**src/rtl/rst_seq_pkg.sv**
```systemverilog
package rst_seq_pkg;

    localparam int unsigned NUM_SRC   = 4;
    localparam int unsigned CAUSE_PIN = 0;
    localparam int unsigned CAUSE_WDG = 1;
    localparam int unsigned CAUSE_POR = 2;
    localparam int unsigned CAUSE_BOD = 3;

    typedef enum logic [2:0] {
        ST_HOLD  = 3'd0,
        ST_COUNT = 3'd1,
        ST_FLASH = 3'd2,
        ST_BOOT  = 3'd3,
        ST_RUN   = 3'd4
    } seq_state_e;

    typedef logic [NUM_SRC-1:0] src_vec_t;

endpackage

```
**src/rtl/rst_src_combine.sv**
```systemverilog
module rst_src_combine
    import rst_seq_pkg::*;
(
    input  logic     por_req,
    input  logic     ext_rst_req,
    input  logic     wdog_req,
    input  logic     bod_rst_req,
    output src_vec_t src_vec,
    output logic     any_src
);

    always_comb begin
        src_vec            = '0;
        src_vec[CAUSE_PIN] = ext_rst_req;
        src_vec[CAUSE_WDG] = wdog_req;
        src_vec[CAUSE_POR] = por_req;
        src_vec[CAUSE_BOD] = bod_rst_req;
        any_src            = |src_vec;
    end

endmodule

```
**src/rtl/rst_wake_timer.sv**
```systemverilog
module rst_wake_timer #(
    parameter int unsigned WAKE_CYCLES = 4096
) (
    input  logic clk,
    input  logic arst,
    input  logic run,
    input  logic tick,
    output logic done
);

    localparam int unsigned CW = (WAKE_CYCLES > 1) ? $clog2(WAKE_CYCLES) : 1;
    localparam logic [CW-1:0] LAST = CW'(WAKE_CYCLES - 1);

    logic [CW-1:0] cnt_q;

    always_ff @(posedge clk or posedge arst) begin
        if (arst) begin
            cnt_q <= '0;
        end else if (!run) begin
            cnt_q <= '0;
        end else if (tick && (cnt_q != LAST)) begin
            cnt_q <= cnt_q + 1'b1;
        end
    end

    assign done = run && tick && (cnt_q == LAST);

endmodule

```
**src/rtl/rst_cause_reg.sv**
```systemverilog
module rst_cause_reg
    import rst_seq_pkg::*;
(
    input  logic     clk,
    input  src_vec_t src_vec,
    input  logic     clr_we,
    input  src_vec_t clr_mask,
    output src_vec_t cause
);

    src_vec_t cause_q;
    src_vec_t kept;

    always_comb begin
        kept = clr_we ? (cause_q & ~clr_mask) : cause_q;
    end

    always_ff @(posedge clk) begin
        if (src_vec[CAUSE_POR]) begin
            cause_q <= src_vec;
        end else begin
            cause_q <= kept | src_vec;
        end
    end

    assign cause = cause_q;

endmodule

```
**src/rtl/rst_bod_warn.sv**
```systemverilog
module rst_bod_warn #(
    parameter int unsigned SYNC_STAGES = 2
) (
    input  logic clk,
    input  logic arst,
    input  logic warn_in,
    input  logic irq_en,
    output logic status,
    output logic irq
);

    logic [SYNC_STAGES-1:0] sync_q;

    generate
        genvar g;
        for (g = 0; g < SYNC_STAGES; g++) begin : g_stage
            always_ff @(posedge clk or posedge arst) begin
                if (arst) begin
                    sync_q[g] <= 1'b0;
                end else if (g == 0) begin
                    sync_q[g] <= warn_in;
                end else begin
                    sync_q[g] <= sync_q[(g == 0) ? 0 : g-1];
                end
            end
        end
    endgenerate

    assign status = sync_q[SYNC_STAGES-1];
    assign irq    = status && irq_en;

endmodule

```
**src/rtl/rst_sequencer.sv**
```systemverilog
module rst_sequencer
    import rst_seq_pkg::*;
#(
    parameter int unsigned WAKE_CYCLES = 4096,
    parameter int unsigned SYNC_STAGES = 2
) (
    input  logic                clk,
    input  logic                por_req,
    input  logic                ext_rst_req,
    input  logic                wdog_req,
    input  logic                bod_rst_req,
    input  logic                osc_ready,
    input  logic                flash_done,
    input  logic                bod_warn,
    input  logic                warn_irq_en,
    input  logic                cause_clr_we,
    input  logic [NUM_SRC-1:0]  cause_clr_mask,
    output logic                sys_rst,
    output logic                wake_busy,
    output logic                boot_start,
    output logic [NUM_SRC-1:0]  cause_o,
    output logic                warn_status,
    output logic                warn_irq
);

    src_vec_t   src_vec;
    logic       any_src;
    logic       timer_done;
    seq_state_e state_q;
    seq_state_e state_d;

    rst_src_combine u_comb (
        .por_req     (por_req),
        .ext_rst_req (ext_rst_req),
        .wdog_req    (wdog_req),
        .bod_rst_req (bod_rst_req),
        .src_vec     (src_vec),
        .any_src     (any_src)
    );

    rst_wake_timer #(.WAKE_CYCLES(WAKE_CYCLES)) u_timer (
        .clk  (clk),
        .arst (any_src),
        .run  (state_q == ST_COUNT),
        .tick (osc_ready),
        .done (timer_done)
    );

    rst_cause_reg u_cause (
        .clk      (clk),
        .src_vec  (src_vec),
        .clr_we   (cause_clr_we),
        .clr_mask (cause_clr_mask),
        .cause    (cause_o)
    );

    rst_bod_warn #(.SYNC_STAGES(SYNC_STAGES)) u_warn (
        .clk     (clk),
        .arst    (por_req),
        .warn_in (bod_warn),
        .irq_en  (warn_irq_en),
        .status  (warn_status),
        .irq     (warn_irq)
    );

    always_comb begin
        state_d = state_q;
        unique case (state_q)
            ST_HOLD:  state_d = ST_COUNT;
            ST_COUNT: if (timer_done) state_d = ST_FLASH;
            ST_FLASH: if (osc_ready && flash_done) state_d = ST_BOOT;
            ST_BOOT:  state_d = ST_RUN;
            ST_RUN:   state_d = ST_RUN;
            default:  state_d = ST_HOLD;
        endcase
    end

    always_ff @(posedge clk or posedge any_src) begin
        if (any_src) begin
            state_q <= ST_HOLD;
        end else begin
            state_q <= state_d;
        end
    end

    always_comb begin
        sys_rst    = 1'b1;
        wake_busy  = 1'b0;
        boot_start = 1'b0;
        unique case (state_q)
            ST_HOLD:  sys_rst = 1'b1;
            ST_COUNT: wake_busy = 1'b1;
            ST_FLASH: sys_rst = 1'b1;
            ST_BOOT: begin
                sys_rst    = 1'b0;
                boot_start = 1'b1;
            end
            ST_RUN:   sys_rst = 1'b0;
            default:  sys_rst = 1'b1;
        endcase
        if (any_src) begin
            sys_rst    = 1'b1;
            wake_busy  = 1'b0;
            boot_start = 1'b0;
        end
    end

endmodule

```
**config.mk**
```make
export PLATFORM = sky130hd
export DESIGN_NAME = rst_sequencer
export DESIGN_NICKNAME = d
export VERILOG_FILES = /design/src/rtl/rst_seq_pkg.sv /design/src/rtl/rst_src_combine.sv /design/src/rtl/rst_wake_timer.sv /design/src/rtl/rst_cause_reg.sv /design/src/rtl/rst_bod_warn.sv /design/src/rtl/rst_sequencer.sv
export SDC_FILE = /design/constraint.sdc
export NUM_CORES = 1
export LEC_CHECK = 0
export CORE_MARGIN = 5
export CORE_UTILIZATION = 45
export DETAILED_ROUTE_END_ITERATION = 12
export HOLD_SLACK_MARGIN = 0.05
export PLACE_DENSITY = 0.73
export RECOVER_POWER = 100
export SETUP_SLACK_MARGIN = 0.3
export SYNTH_ARGS = -nofsm -noshare
export SYNTH_HDL_FRONTEND = slang
export SYNTH_SLANG_ARGS = --single-unit
export TNS_END_PERCENT = 10
```
**constraint.sdc**
```tcl
create_clock -name clk -period 3.5 [get_ports clk]
set_clock_uncertainty 0.15 [all_clocks]
set_input_delay 1.05 -clock clk [delete_from_list [all_inputs] [get_ports clk]]
set_output_delay 1.05 -clock clk [all_outputs]
set_load 0.1 [all_outputs]
```
# Word-level counts from Yosys, hierarchy flattened
# Cells that the tools add are included.
[totals] out_inout_bits=9 regBits=21
[op_classes] eq_ne=9 bitwise=3 muxes=13 add_sub_neg=1 n_reduce_logical=9
[ops] cell="$mux W12" count=2
[ops] cell="$add A12 B1 Y12 const B" count=1
[ops] cell="$eq A12 B12 Y1 const B" count=1
[ops] cell="$ne A12 B12 Y1 const B" count=1
[ops] cell="$pmux W3 S4" count=1
[ops] cell="$mux W4" count=2
[ops] cell="$eq A3 B2 Y1 const B" count=2
[ops] cell="$mux W1" count=6
[ops] cell="$mux W3" count=2
[ops] cell="$ne A2 B2 Y1 const B" count=3
[ops] cell="$logic_and A1 B1 Y1" count=5
[ops] cell="$and A4 B4 Y4" count=1
[ops] cell="$not A4 Y4" count=1
[ops] cell="$or A4 B4 Y4" count=1
[ops] cell="$reduce_or A4 Y1" count=1
[ops] cell="$eq A3 B1 Y1 const B" count=1
[ops] cell="$eq A3 B3 Y1 const B" count=1
[ops] cell="$logic_not A3 Y1" count=1
[ops] cell="$reduce_and A2 Y1" count=1
[ops] cell="$reduce_or A2 Y1" count=1

# Logic depth before layout (Yosys ltp)
# Gate-level depths: netlist of the first run.
[depth] ltp_word=5 ltp_mapped=5 depth_no_buf=5

# Hierarchy
# A second synthesis of the first run with hierarchy kept.
[hier_totals] cells_unflattened=112 area_unflattened_um2=1147.4
[by_module_without_submodules] module="rst_wake_timer" seq_area_each_um2=300.3 cells_each=73 area_per_inst_um2=740.7 instances=1
[by_module_without_submodules] module="rst_sequencer" seq_area_each_um2=75.1 cells_each=17 area_per_inst_um2=176.4 instances=1
[by_module_without_submodules] module="rst_cause_reg" seq_area_each_um2=80.1 cells_each=13 area_per_inst_um2=132.6 instances=1
[by_module_without_submodules] module="rst_bod_warn" seq_area_each_um2=50.0 cells_each=4 area_per_inst_um2=60.1 instances=1
[by_module_without_submodules] module="rst_src_combine" seq_area_each_um2=0.0 cells_each=5 area_per_inst_um2=37.5 instances=1

# Worst setup path after synthesis of the first run
# No wires, ideal clock.
[synth_timing] path_type="input-to-output" startpoint="in wdog_req" endpoint="out boot_start" t_arrival_ps=3708 path_slack_ps=-1408 t_required_ps=2300 cell_stages=2 path_buffers=0 path_cell_list="or4_1 nor3_1"
[synth_via] elab_chain_cells=2
[synth_lines] item="start, declared" line_no="rst_sequencer.sv:10" rtl="input logic wdog_req,"
[synth_lines] item="$reduce_or A4 Y1" line_no="rst_src_combine.sv:18" rtl="any_src = |src_vec;"
[synth_lines] item="$mux W1" line_no="rst_sequencer.sv:101" rtl="if (any_src) begin"
[synth_lines] item="end, declared" line_no="rst_sequencer.sv:20" rtl="output logic boot_start,"
# No other way between the ends.

# Worst setup path in the final report of the first run
[layout_timing] startpoint="in por_req" endpoint="out wake_busy"
[layout_via] elab_chain_cells=2
[layout_lines] item="start, declared" line_no="rst_sequencer.sv:8" rtl="input logic por_req,"
[layout_lines] item="$reduce_or A4 Y1" line_no="rst_src_combine.sv:18"
[layout_lines] item="$mux W1" line_no="rst_sequencer.sv:101"
[layout_lines] item="end, declared" line_no="rst_sequencer.sv:19" rtl="output logic wake_busy,"
# No other way between the ends.

==> flow_summary.toml, run 1 <==
[power]
internal_power_w = 0.000310
p_clk_share_pct = 27.6
power_frac_comb_pct = 15.4
vdd_ir_drop_max_uv = 269
netSwitchingFraction_pct = 29.0
powerDensity_nw_per_um2 = 341
switchingPower_w = 0.000126
leakagePower_nw = 0.511
seq_power_share_pct = 57.1

[global_routing]
antenna_found_initial = 0
grt_usage_pct = 14.1
grt_max_degree = 16
grt_pass1_vias = 886
overflow = 0
grt_pass1_wl_um = 3710

[cells_and_area]
regArea_sq_um = 505
syn2layout_area_growth_pct = 23.5
fillCellCount = 206
finish.utilization_pct = 57.7
multi_input_area_sq_um = 493
drive_gt1_share_pct = 17.4
nets = 148
n_antenna_cell = 0

[setup_path]
cp.required_ns = 2.30
cp-end-kind = "output port"
r2r_cells = 5
reg2reg_from = "u_timer.cnt_q[0]"
startpoint_type = "primary input"
crit_type = "primary input to output port"
rr_endpoint = "u_timer.cnt_q[3]"
worstSetupEndpoint = "wake_busy"
rrSetupSlack_ns = 1.25
arrival_ns = 2.15
crit_start = "por_req"
path_max_fanout = 3

[cts]
clockRootBuffer = "clkbuf_4"
clock_latency_ns = 0.30
clk_path_buf_depth = 2
numCtsBuffers = 3
clock_sinks = 21
ctsHoldBuffers = 0
cts_tree = "done"
cts.clk_slew.worst_paths_ns = 0.12
htreeDepth = 1

[drt]
wirelength_um = 2240
wl_per_cell_um = 14.0
drtIter0Drc = 21
via_per_inst = 5.69
drc = 0
vias = 910
final_antenna_net_count = 0
drt_first_pass_iters = 4

[timing]
drv_slew = 0
rsz0062_at_grt = "yes"
max-slew-margin-rel_pct = 21.9
tightest_slew_ns = 1.18
fin_crit_sh_pct = 95.7
finalCriticalPeriod_ns = 3.35
setup_viol = 0
fmaxAchievable_mhz = 299
hold_ws_ns = 0.219
finalHoldViolCount = 0

[synthesis]
synth_common_cells = "dfrtp_1 (17), nand2_1 (13), nor2_1 (7), a21oi_1 (6), nand3_1 (6)"
ys_types = 33
yosysSeqAreaShare_pct = 48.9
synth-warning-count = 0
synth_nets = 119
synthArstFlopShare_pct = 81.0
synth_edf_count = 0
avgSynthCellArea_sq_um = 9.94
synth_top_area_share_pct = 41.2
synth-seq-cells = 21
synth_top_cell_by_area = "dfrtp_1"
yosysMostFrequentCell = "dfrtp_1"
yosys-top-cells-area = "dfrtp_1 (41%), dfxtp_1 (7.7%), nand2_1 (4.7%)"
netlist_instances = 104
syn-cell-area_sq_um = 1030
synth-main-ff-cell = "dfrtp_1"

[die]
die_x_um = 57.9
start_util_pct = 46.7
core_area_sq_um = 2210
die_area_sq_um = 3360
die_y_um = 57.9
core.rowCount = 17
io_pins = 23

[placement]
io_buffers = 22
gp_congestion = 0.736
hpwl_um = 1650

[min_path]
hp-class = "flop to flop"

[run]
drv_cap = 0

[outcome]
outcome = "finished clean"
-- sequential cells by signal (all words and copies together), names as in the netlist --
| name | cells |
|---|---|
| u_cause.cause | 4 |
| state_q | 3 |
| u_warn.status | 1 |
| u_timer.cnt_q | 12 |
| u_warn.sync_q | 1 |
-- power by group through the flow --
stage / clock (W) / sequential [W] / combinational [W]
after floorplan: 0 / 0.000282 / 0.0000172
after global routing: 0.000131 / 0.000249 / 0.0000703
after global placement: 0 / 0.000253 / 0.0000763
after CTS: 0.000122 / 0.000249 / 0.0000756
final: 0.000120 / 0.000249 / 0.0000670
after detailed placement: 0 / 0.000254 / 0.0000768
-- final cells by class --
cell class | instances | area share, %
clock buffers | 4 | 2.06
inverters | 5 | 1.47
multi-input cells | 77 | 38.6
flip-flops and latches | 21 | 39.6
well taps | 28 | 2.75
repair buffers | 25 | 15.5
-- how the worst min path moves through the flow --
stage                     start             to  cells past startpoint
3_5_place_dp   u_warn.sync_q[0]  u_warn.status                      0
6_report       u_warn.sync_q[0]  u_warn.status                      0
2_1_floorplan  u_warn.sync_q[0]  u_warn.status                      0
5_1_grt        u_warn.sync_q[0]  u_warn.status                      0
4_1_cts        u_warn.sync_q[0]  u_warn.status                      0
3_3_place_gp   u_warn.sync_q[0]  u_warn.status                      0
-- stage by stage --
step	std cells	worst slack, ns	instance area, sq um	total power [W]	TNS, ns
finish	160	0.150	1280	0.000436	0
global placement	155	-0.120	1360	0.000330	-0.291
floorplan	104	-0.0757	1060	0.000299	-0.118
global route	160	0.119	1280	0.000450	0
CTS	159	0.158	1380	0.000446	0
detailed placement	155	-0.131	1360	0.000330	-0.311
-- layer usage --
layer,global-route usage (%),wire length [um],vias to the layer above
met5,0,0,-
met4,6.29,34,0
met3,3.79,153,4
met2,24.0,1080,28
met1,16.5,970,436
li1,-,-,442
-- layout by cell type, fill, tap and decap left out, types with 4 or more instances in the layout --
cell type and count:
nor2_1 6, clkdlybuf4s50_1 6, dfrtp_1 17, clkbuf_1 8, nand2_1 12, inv_1 5, nand3_1 6, dfxtp_1 4
a31o_2 4, a21oi_1 6, clkbuf_4 5
-- what timing repair did --
| item | CTS | global route |
|---|---|---|
| setup endpoints to repair | 3 | 3 |
| pin swaps | 2 | 2 |
| resized for setup | 15 | 2 |
| buffers inserted | 0 | 1 |
-- worst max-delay path: stages --
cell and delay (ns):
clkbuf_1 0.10, or4_4 0.58, nor2_4 0.09, clkbuf_4 0.33
-- kinds of logic (layout without fill, tap and decap cells) --
group	Yosys count	count (layout)	share of synthesized area [%]
simple gates	50	50	28.0
fa+ha+maj	1	1	1.21
xor+xnor	3	3	2.54
buf+inv	6	34	2.18
flops	21	21	48.9
compound gates	23	23	17.2
No activity file was read; power rests on OpenSTA's default activity.
==> run 2, diff against run 1 <==
- HOLD_SLACK_MARGIN: 0.05 -> unset
==> results of run 2 <==
The final DEF is identical to that of run 1; final timing and power are the same.
